[src/rtl/pwm_pkg.sv]
package pwm_pkg;
  // role of a register-port address
  typedef enum logic [1:0] {
    ROLE_CMP    = 2'd0,
    ROLE_DIV    = 2'd1,
    ROLE_UNUSED = 2'd2
  } reg_role_e;

  function automatic reg_role_e decode_role(input int unsigned addr, input int unsigned num_ch);
    if (addr < num_ch)       return ROLE_CMP;
    else if (addr == num_ch) return ROLE_DIV;
    else                     return ROLE_UNUSED;
  endfunction
endpackage

[src/rtl/pwm_prescaler.sv]
module pwm_prescaler #(
  parameter int DW = 8
) (
  input  logic          clk,
  input  logic          rst,
  input  logic [DW-1:0] div_val,
  output logic          step
);
  logic [DW-1:0] down_q;

  assign step = (down_q == '0);

  always_ff @(posedge clk) begin
    if (rst)       down_q <= '0;
    else if (step) down_q <= div_val;
    else           down_q <= down_q - 1'b1;
  end

  // reload picks the divider value present at the step edge
  p_reload_on_step_r2: assert property (@(posedge clk) disable iff (rst)
    step |=> (down_q == $past(div_val)));
  // between steps the count moves down by one
  p_count_down_r2: assert property (@(posedge clk) disable iff (rst)
    !step |=> (down_q == $past(down_q) - 1'b1));
endmodule

[src/rtl/pwm_step_counter.sv]
module pwm_step_counter #(
  parameter int DW = 8
) (
  input  logic          clk,
  input  logic          rst,
  input  logic          step,
  output logic [DW-1:0] count
);
  localparam logic [DW-1:0] TOP = {{(DW-1){1'b1}}, 1'b0};

  always_ff @(posedge clk) begin
    if (rst)               count <= '0;
    else if (step) begin
      if (count == TOP)    count <= '0;
      else                 count <= count + 1'b1;
    end
  end

  p_cnt_range_r3: assert property (@(posedge clk) disable iff (rst)
    count <= TOP);
  p_cnt_wrap_r3: assert property (@(posedge clk) disable iff (rst)
    (step && count == TOP) |=> (count == '0));
  p_cnt_hold_r3: assert property (@(posedge clk) disable iff (rst)
    !step |=> $stable(count));
endmodule

[src/rtl/pwm_cmp_channel.sv]
module pwm_cmp_channel #(
  parameter int DW = 8
) (
  input  logic          clk,
  input  logic          rst,
  input  logic [DW-1:0] cmp_val,
  input  logic [DW-1:0] count,
  output logic          level
);
  assign level = (cmp_val <= count);

  // extremes of the compare range
  p_all_ones_low_r5: assert property (@(posedge clk) disable iff (rst)
    (cmp_val == '1) |-> !level);
  p_zero_high_r5: assert property (@(posedge clk) disable iff (rst)
    (cmp_val == '0) |-> level);
endmodule

[src/rtl/pwm_regbank.sv]
module pwm_regbank
  import pwm_pkg::*;
#(
  parameter int DW     = 8,
  parameter int NUM_CH = 2,
  parameter int AW     = 2
) (
  input  logic                 clk,
  input  logic                 rst,
  input  logic [AW-1:0]        addr,
  input  logic                 wr_en,
  input  logic [DW-1:0]        wr_data,
  output logic [DW-1:0]        rd_data,
  output logic [NUM_CH*DW-1:0] cmp_flat,
  output logic [DW-1:0]        div_val
);
  reg_role_e role;
  assign role = decode_role(int'(addr), NUM_CH);

  logic [DW-1:0] cmp_q [NUM_CH];

  for (genvar g = 0; g < NUM_CH; g++) begin : g_cmp
    always_ff @(posedge clk) begin
      if (rst)                                            cmp_q[g] <= '0;
      else if (wr_en && role == ROLE_CMP && int'(addr) == g) cmp_q[g] <= wr_data;
    end
    assign cmp_flat[g*DW +: DW] = cmp_q[g];
  end

  always_ff @(posedge clk) begin
    if (rst)                          div_val <= '0;
    else if (wr_en && role == ROLE_DIV) div_val <= wr_data;
  end

  always_comb begin
    rd_data = '0;
    case (role)
      ROLE_CMP: begin
        for (int i = 0; i < NUM_CH; i++)
          if (int'(addr) == i) rd_data = cmp_q[i];
      end
      ROLE_DIV: rd_data = div_val;
      default:  rd_data = '0;
    endcase
  end

  // writes to an unused address leave every register untouched
  p_unused_write_r8: assert property (@(posedge clk) disable iff (rst)
    (wr_en && role == ROLE_UNUSED) |=> ($stable(cmp_flat) && $stable(div_val)));
  // a compare write lands on the next edge
  p_cmp_write_r6: assert property (@(posedge clk) disable iff (rst)
    (wr_en && role == ROLE_CMP) |=> (rd_data == $past(wr_data) || $past(addr) != addr));
endmodule

[src/rtl/pwm_dual_top.sv]
module pwm_dual_top #(
  parameter int DW     = 8,
  parameter int NUM_CH = 2,
  parameter int AW     = 2
) (
  input  logic              clk,
  input  logic              rst,
  input  logic [AW-1:0]     reg_addr,
  input  logic              reg_wr_en,
  input  logic [DW-1:0]     reg_wr_data,
  output logic [DW-1:0]     reg_rd_data,
  output logic [NUM_CH-1:0] pwm_out
);
  logic [NUM_CH*DW-1:0] cmp_flat;
  logic [DW-1:0]        div_val;
  logic                 step;
  logic [DW-1:0]        count;

  pwm_regbank #(.DW(DW), .NUM_CH(NUM_CH), .AW(AW)) u_regs (
    .clk(clk), .rst(rst), .addr(reg_addr), .wr_en(reg_wr_en),
    .wr_data(reg_wr_data), .rd_data(reg_rd_data),
    .cmp_flat(cmp_flat), .div_val(div_val)
  );

  pwm_prescaler #(.DW(DW)) u_pre (
    .clk(clk), .rst(rst), .div_val(div_val), .step(step)
  );

  pwm_step_counter #(.DW(DW)) u_cnt (
    .clk(clk), .rst(rst), .step(step), .count(count)
  );

  // every channel sees the one shared count
  for (genvar g = 0; g < NUM_CH; g++) begin : g_ch
    pwm_cmp_channel #(.DW(DW)) u_ch (
      .clk(clk), .rst(rst), .cmp_val(cmp_flat[g*DW +: DW]),
      .count(count), .level(pwm_out[g])
    );
  end

  // first cycle after reset has both outputs high
  p_reset_high_r1: assert property (@(posedge clk)
    $fell(rst) |-> (pwm_out == '1));
endmodule

[config.mk]
export PLATFORM = sky130hd
export DESIGN_NAME = pwm_dual_top
export DESIGN_NICKNAME = d
export VERILOG_FILES = /design/src/rtl/pwm_pkg.sv /design/src/rtl/pwm_prescaler.sv /design/src/rtl/pwm_step_counter.sv /design/src/rtl/pwm_cmp_channel.sv /design/src/rtl/pwm_regbank.sv /design/src/rtl/pwm_dual_top.sv
export SDC_FILE = /design/constraint.sdc
export NUM_CORES = 1
export LEC_CHECK = 0
export CAP_MARGIN = 20
export CORE_ASPECT_RATIO = 0.75
export CORE_UTILIZATION = 30
export CTS_CLUSTER_SIZE = 25
export DETAILED_ROUTE_END_ITERATION = 10
export DONT_BUFFER_PORTS = 1
export GPL_TIMING_DRIVEN = 1
export PLACE_DENSITY_LB_ADDON = 0.25
export SLEW_MARGIN = 20
export SYNTH_ARGS = -nofsm -noshare
export SYNTH_HDL_FRONTEND = slang
export SYNTH_SLANG_ARGS = --single-unit
[constraint.sdc]
create_clock -name clk -period 2.36 [get_ports clk]
set_clock_uncertainty 0.2 [all_clocks]
set_input_delay 0 -clock clk [delete_from_list [all_inputs] [get_ports clk]]
set_output_delay 0 -clock clk [all_outputs]
set_load 0.02 [all_outputs]
==> results of run 1 <==
power breakdown:
part           switching (W)  total [W]  internal, W
Clock               0.000222   0.000430     0.000207
Combinational       0.000391   0.000725     0.000334
Sequential          0.000114   0.000928     0.000814
metal layers:
layer / global-route usage (%) / vias to the layer above / wire length (um)
li1: - / 857 / -
met1: 22.65 / 809 / 2935
met2: 21.62 / 23 / 2259
met3: 4.011 / 4 / 153
met4: 3.043 / 0 / 37
met5: 0 / - / 0
flip-flops by register name (all words and copies together) (netlist names):
signal          flops
u_regs.cmp_q       16
u_cnt.count         8
u_pre.down_q        8
u_regs.div_val      8
Yosys cell counts (all sizes together):
library cell	instances
o211ai	1
nor2b	3
xor2	1
o21a	2
nor4b	1
o21ai	15
inv	13
a311oi	1
nor3b	1
and2	9
buf	2
or2	1
edfxtp	16
o31ai	4
nor2	22
mux2i	18
nand3	3
ha	19
or2b	1
or4b	1
or3	3
clkbuf	7
o41ai	1
a211oi	5
nor3	3
xnor2	5
a21oi	11
and3	8
nand4	5
nand2	19
a21o	2
and4	1
a31oi	1
nand3b	1
or4	2
dfxtp	24
final timing paths:
path                                                          to  cells past startpoint  slack, ns                   startpoint
worst min register to register        u_pre.down_q[0]$_SDFF_PP0_                      1       0.27   u_pre.down_q[0]$_SDFF_PP0_
worst max register to register        u_pre.down_q[7]$_SDFF_PP0_                      6       0.40   u_pre.down_q[0]$_SDFF_PP0_
worst min-delay path            u_regs.cmp_q[1][0]$_SDFFCE_PN0P_                      3       0.03                    reg_wr_en
worst max-delay path                                  pwm_out[0]                      6       0.24  u_cnt.count[1]$_SDFFE_PP0P_
layout by cell type, fill, tap and decap left out, types with 2 or more instances in the layout:
cell           count
inv_1             13
a211oi_1           5
and3_1             8
xnor2_1            5
and2_1             9
dlygate4sd3_1     12
o31ai_1            3
or3_1              3
nand3_1            3
o21a_1             2
clkbuf_1           2
or4_1              2
clkbuf_8           5
mux2i_1           18
edfxtp_1          16
o21ai_0           15
nor3_1             3
dfxtp_1           24
a21oi_1           11
ha_1              19
nand2_1           18
nor2_1            22
nor2b_1            3
nand4_1            5
a21o_1             2
buf_4              4
cells by family after synthesis:
group / count (synthesis) / share of synthesized area, %
simple gates: 84 / 20.06
fa+ha+maj: 19 / 10.64
buf+inv: 22 / 4.034
compound gates: 43 / 11.82
flops: 40 / 43.03
xor+xnor: 6 / 2.353
mux: 18 / 8.067
timing repair:
item | 4_1_cts | 5_1_grt
hold buffers | 12 | 0
buffers inserted | 0 | 0
hold endpoints to repair | 48 | 0
final cells by class:
class | count | area [um^2] | area share, %
Clock buffer | 7 | 76.32 | 2.998
Clock inverter | 1 | 5.005 | 0.1966
Inverter | 13 | 48.80 | 1.916
Multi-Input combinational cell | 170 | 1182 | 46.44
Sequential cell | 40 | 960.9 | 37.74
Tap cell | 98 | 122.6 | 4.816
Timing Repair Buffer | 16 | 150.1 | 5.897
worst min-delay path, stage by stage:
cell and delay (ns):
nand2_1 0.06, nor2_1 0.11, and2_1 0.17
per-stage QoR:
stage          instances  hold slack (ns)  util (%)
5_1_grt              345          0.03628     36.40
4_1_cts              345          0.01313     36.40
3_5_place_dp         325          -0.1235     33.52
3_3_place_gp         325          -0.1265     33.52
2_1_floorplan        232         -0.05606         -
6_report             345          0.02714     36.40
==> run_results.csv, run 1 <==
group,metric,value,unit
run_status,outcome,"complete, no violations",
logic_synthesis,ys_seq_area_share,43.03,%
cts,cts_buffer_depth,2,
drt,drt_iter0_drc,117,
worst_setup_path,cpLargestDelayFamily,"compound AO/OA/AOI/OAI gates",
final_layout,finalNetCount,278,
global_routing,track_usage,15.15,%
cts,insertion_delay,0.29,ns
place,hpwl,4105,um
job,maxCapViolations,0,
worst_setup_path,cpMaxStageDelayCell,"dfxtp_1",
floorplan,die_w,101.6,um
drt,vias,1693,
cts,cts_tree,"yes",
place,dpl_worst_slack,0.3768,ns
logic_synthesis,yosys_warnings,0,
logic_synthesis,yosys-top-cells-area,"dfxtp_1, edfxtp_1, ha_1",
sta,rsz0062_at_grt,"no",
global_routing,antenna_found_initial,0,
power,p_leak,1.037,nW
drt,detail-route-antenna-nets,0,
global_routing,grt_pass1_wl,8907,um
floorplan,start_util,31.93,%
floorplan,rows,26,
worst_setup_path,cp_max_fo,7,
global_routing,overflow,0,
worst_setup_path,cpPeakStageDelay,0.48,ns
drt,wl_per_cell,15.61,um
final_layout,drive_above_1_share,6.073,%
cts,cts.clk_slew.worst_paths,0.08,ns
final_layout,area_delta_synth_final,14.01,%
floorplan,dieArea,0.007798,mm^2
worst_setup_path,worstPathCellList,"inv_1, ha_1, nor2b_1, o21a_1, o21ai_0, a21o_1",
floorplan,die_height,76.73,um
sta,setup_slack,0.2442,ns
global_routing,grt_pass1_vias,1654,
logic_synthesis,ys_ff_latch,40,
sta,period_needed,2.116,ns
cts,numCtsBuffers,5,
logic_synthesis,synth.net_count,264,
global_routing,grt_max_degree,21,
sta,relSlewSlack,44.52,%
logic_synthesis,synthCells,232,
final_layout,design_area,0.002546,mm^2
final_layout,fillers,709,
sta,finalHoldViolCount,0,
drt,route.detailed.drc,0,
logic_synthesis,synth_cell_types,38,
place,io_buffers,0,
floorplan,core-area,0.006994,mm^2
floorplan,ios,23,
sta,slew_viol_final,0,
power,ir_drop,0.5132,mV
power,p_total,0.002082,W
sta,period_share,89.65,%
worst_setup_path,critical_path_class,"reg -> out",
cts,cts_resized,0,
drt,drt_first_pass_iters,4,
hold_path,hold_class,"in -> reg",
logic_synthesis,syn_area,0.002233,mm^2
worst_setup_path,critPathRequiredTime,2.16,ns
cts,cts.sinks,40,
sta,setup_viol,0,
place,routabilityCongestion,0.8104,
final_layout,antenna_cells,0,
logic_synthesis,synth.avg_cell_area,9.627,um^2
worst_setup_path,cp-start-kind,"flip-flop",
worst_setup_path,path_buf_inv,1,
sta,max_freq,472.6,MHz
logic_synthesis,synth_top_area_share,21.51,%
drt,vias_per_cell,4.907,
sta,fin_tns_setup,0,ns
worst_setup_path,cp.arrival,1.92,ns
power,power_density,817.8,mW/mm^2
sta,tightest_slew,0.8236,ns
place,dpl_cell_area,0.002345,mm^2
drt,drt-total-wl,5385,um
cts,cts-root-buf,"clkbuf_8",
worst_setup_path,cp-end-kind,"output port",
logic_synthesis,synth_top_cell_by_area,"dfxtp_1",
cts,ctsHtreeMaxLevel,2,
Note: power is estimated with default switching activity, not from simulation.
==> run 2: changes to the inputs <==
- GPL_ROUTABILITY_DRIVEN: default -> 0
- PLACE_DENSITY_LB_ADDON: 0.25 -> default
==> run_results.csv, run 2 (synthesis results as in run 1) <==
group,metric,value,unit
worst_setup_path,reg2reg_slack,0.32,ns
drt,drt_iter0_drc,59,
final_layout,fillers,701,
final_layout,area_delta_synth_final,15.41,%
worst_setup_path,cp-end-kind,"output port",
cts,cts_tree,"yes",
sta,finalHoldViolCount,0,
cts,cts_resized,0,
sta,fin_tns_setup,0,ns
worst_setup_path,cp.arrival,1.86,ns
cts,cts-root-buf,"clkbuf_8",
drt,detail-route-antenna-nets,0,
hold_path,hold_class,"in -> out",
place,io_buffers,0,
worst_setup_path,cp_max_fo,7,
run_status,outcome,"complete, no violations",
drt,drt-total-wl,5118,um
drt,vias_per_cell,4.863,
global_routing,grt_pass1_wl,8507,um
final_layout,stdcell_count,344,
drt,route.detailed.drc,0,
sta,period_needed,2.063,ns
power,p_leak,1.053,nW
global_routing,antenna_found_initial,0,
drt,drt_first_pass_iters,4,
sta,max_freq,484.8,MHz
worst_setup_path,critical_path_class,"reg -> out",
sta,period_share,87.40,%
floorplan,die_height,76.73,um
drt,wl_per_cell,14.88,um
cts,numCtsBuffers,5,
sta,rsz0062_at_grt,"no",
cts,insertion_delay,0.29,ns
worst_setup_path,critPathRequiredTime,2.16,ns
cts,cts.sinks,40,
cts,cts.clk_slew.worst_paths,0.07,ns
final_layout,drive_above_1_share,6.504,%
worst_setup_path,worstPathCellList,"inv_1, ha_1, nor2b_1, o21a_1, o21ai_0, a21o_1",
worst_setup_path,cpPeakStageDelay,0.45,ns
sta,relSlewSlack,49.22,%
floorplan,die_w,101.6,um
job,maxCapViolations,0,
global_routing,track_usage,14.32,%
final_layout,final_common_cell,"dfxtp_1",
final_layout,largest_reg_flops,16,
floorplan,ios,23,
place,place_inst,325,
final_layout,regMostFlops,"u_regs.cmp_q",
power,power_density,861.6,mW/mm^2
worst_setup_path,cp-start-kind,"flip-flop",
global_routing,overflow,0,
floorplan,rows,26,
global_routing,grt_max_degree,21,
final_layout,antenna_cells,0,
global_routing,grt_pass1_vias,1641,
place,hpwl,3814,um
final_layout,final_cell_mix,"dfxtp_1, nor2_1, ha_1",
sta,setup_viol,0,
power,ir_drop,0.6397,mV
sta,tightest_slew,0.7537,ns
cts,cts_buffer_depth,2,
floorplan,dieArea,0.007798,mm^2
power,p_total,0.002221,W
cts,ctsHtreeMaxLevel,2,
sta,slew_viol_final,0,
final_layout,finalNetCount,277,
floorplan,start_util,31.93,%
drt,vias,1673,
worst_setup_path,cpMaxStageDelayCell,"dfxtp_1",
floorplan,core-area,0.006994,mm^2
run 2: changes by cell type in the layout (fill, tap and decap cells not counted), sizes merged:
cell / change
clkbuf: +1
clkinv: -1
dlygate4sd3: -1
run 2: repair_timing:
action | 4_1_cts | 5_1_grt
hold buffers | 11 | 0
hold endpoints to repair | 48 | 0
setup buffers | 0 | 0
run 2: worst paths after layout:
kind | startpoint | end | cells past startpoint
hold reg to reg | u_pre.down_q[0]$_SDFF_PP0_ | u_pre.down_q[0]$_SDFF_PP0_ | 1
hold / removal | reg_addr[0] | reg_rd_data[0] | 1
setup reg to reg | u_pre.down_q[0]$_SDFF_PP0_ | u_cnt.count[1]$_SDFFE_PP0P_ | 6
setup / recovery | u_cnt.count[1]$_SDFFE_PP0P_ | pwm_out[0] | 6
run 2: power by group:
group	switching, W	leakage, nW	internal (W)
clock	0.000241	0.0618	0.000338
combinational	0.000386	0.638	0.000332
sequential	0.000111	0.353	0.000813
run 2: layer usage:
metal	track usage [%]	up-vias	wire length (um)
met1	20.79	786	2671
met3	2.644	6	198
met4	4.348	0	53
met2	21.28	22	2196
li1	-	859	-
met5	0	-	0
run 2: layout make-up:
type                       count  area (um^2)  share of cell area, %
clock buffer                   8        122.6                  4.757
tap                           98        122.6                  4.757
inverter                      13        48.80                  1.893
multi-input combinational    170         1182                  45.87
sequential                    40        960.9                  37.28
timing repair buffer          15        140.1                  5.437
run 2: stage by stage:
step	hold WS, ns	setup WS [ns]	util (%)	area, um^2
final	0.03288	0.2974	36.85	2577
after global routing	0.04017	0.1494	36.85	2577
after CTS	0.03374	0.2897	36.85	2577
after detailed placement	-0.1218	0.3749	33.52	2345
after global placement	-0.1256	0.4272	33.52	2345
after floorplan	-0.05606	0.4539	-	2233
run 2: critical path, delay by kind of cell (launching register included):
family          cells  cell delay [ns]
compound gates      3             0.58
simple gates        1             0.13
fa+ha+maj           1             0.30
flops               1             0.45
buf+inv             1             0.11
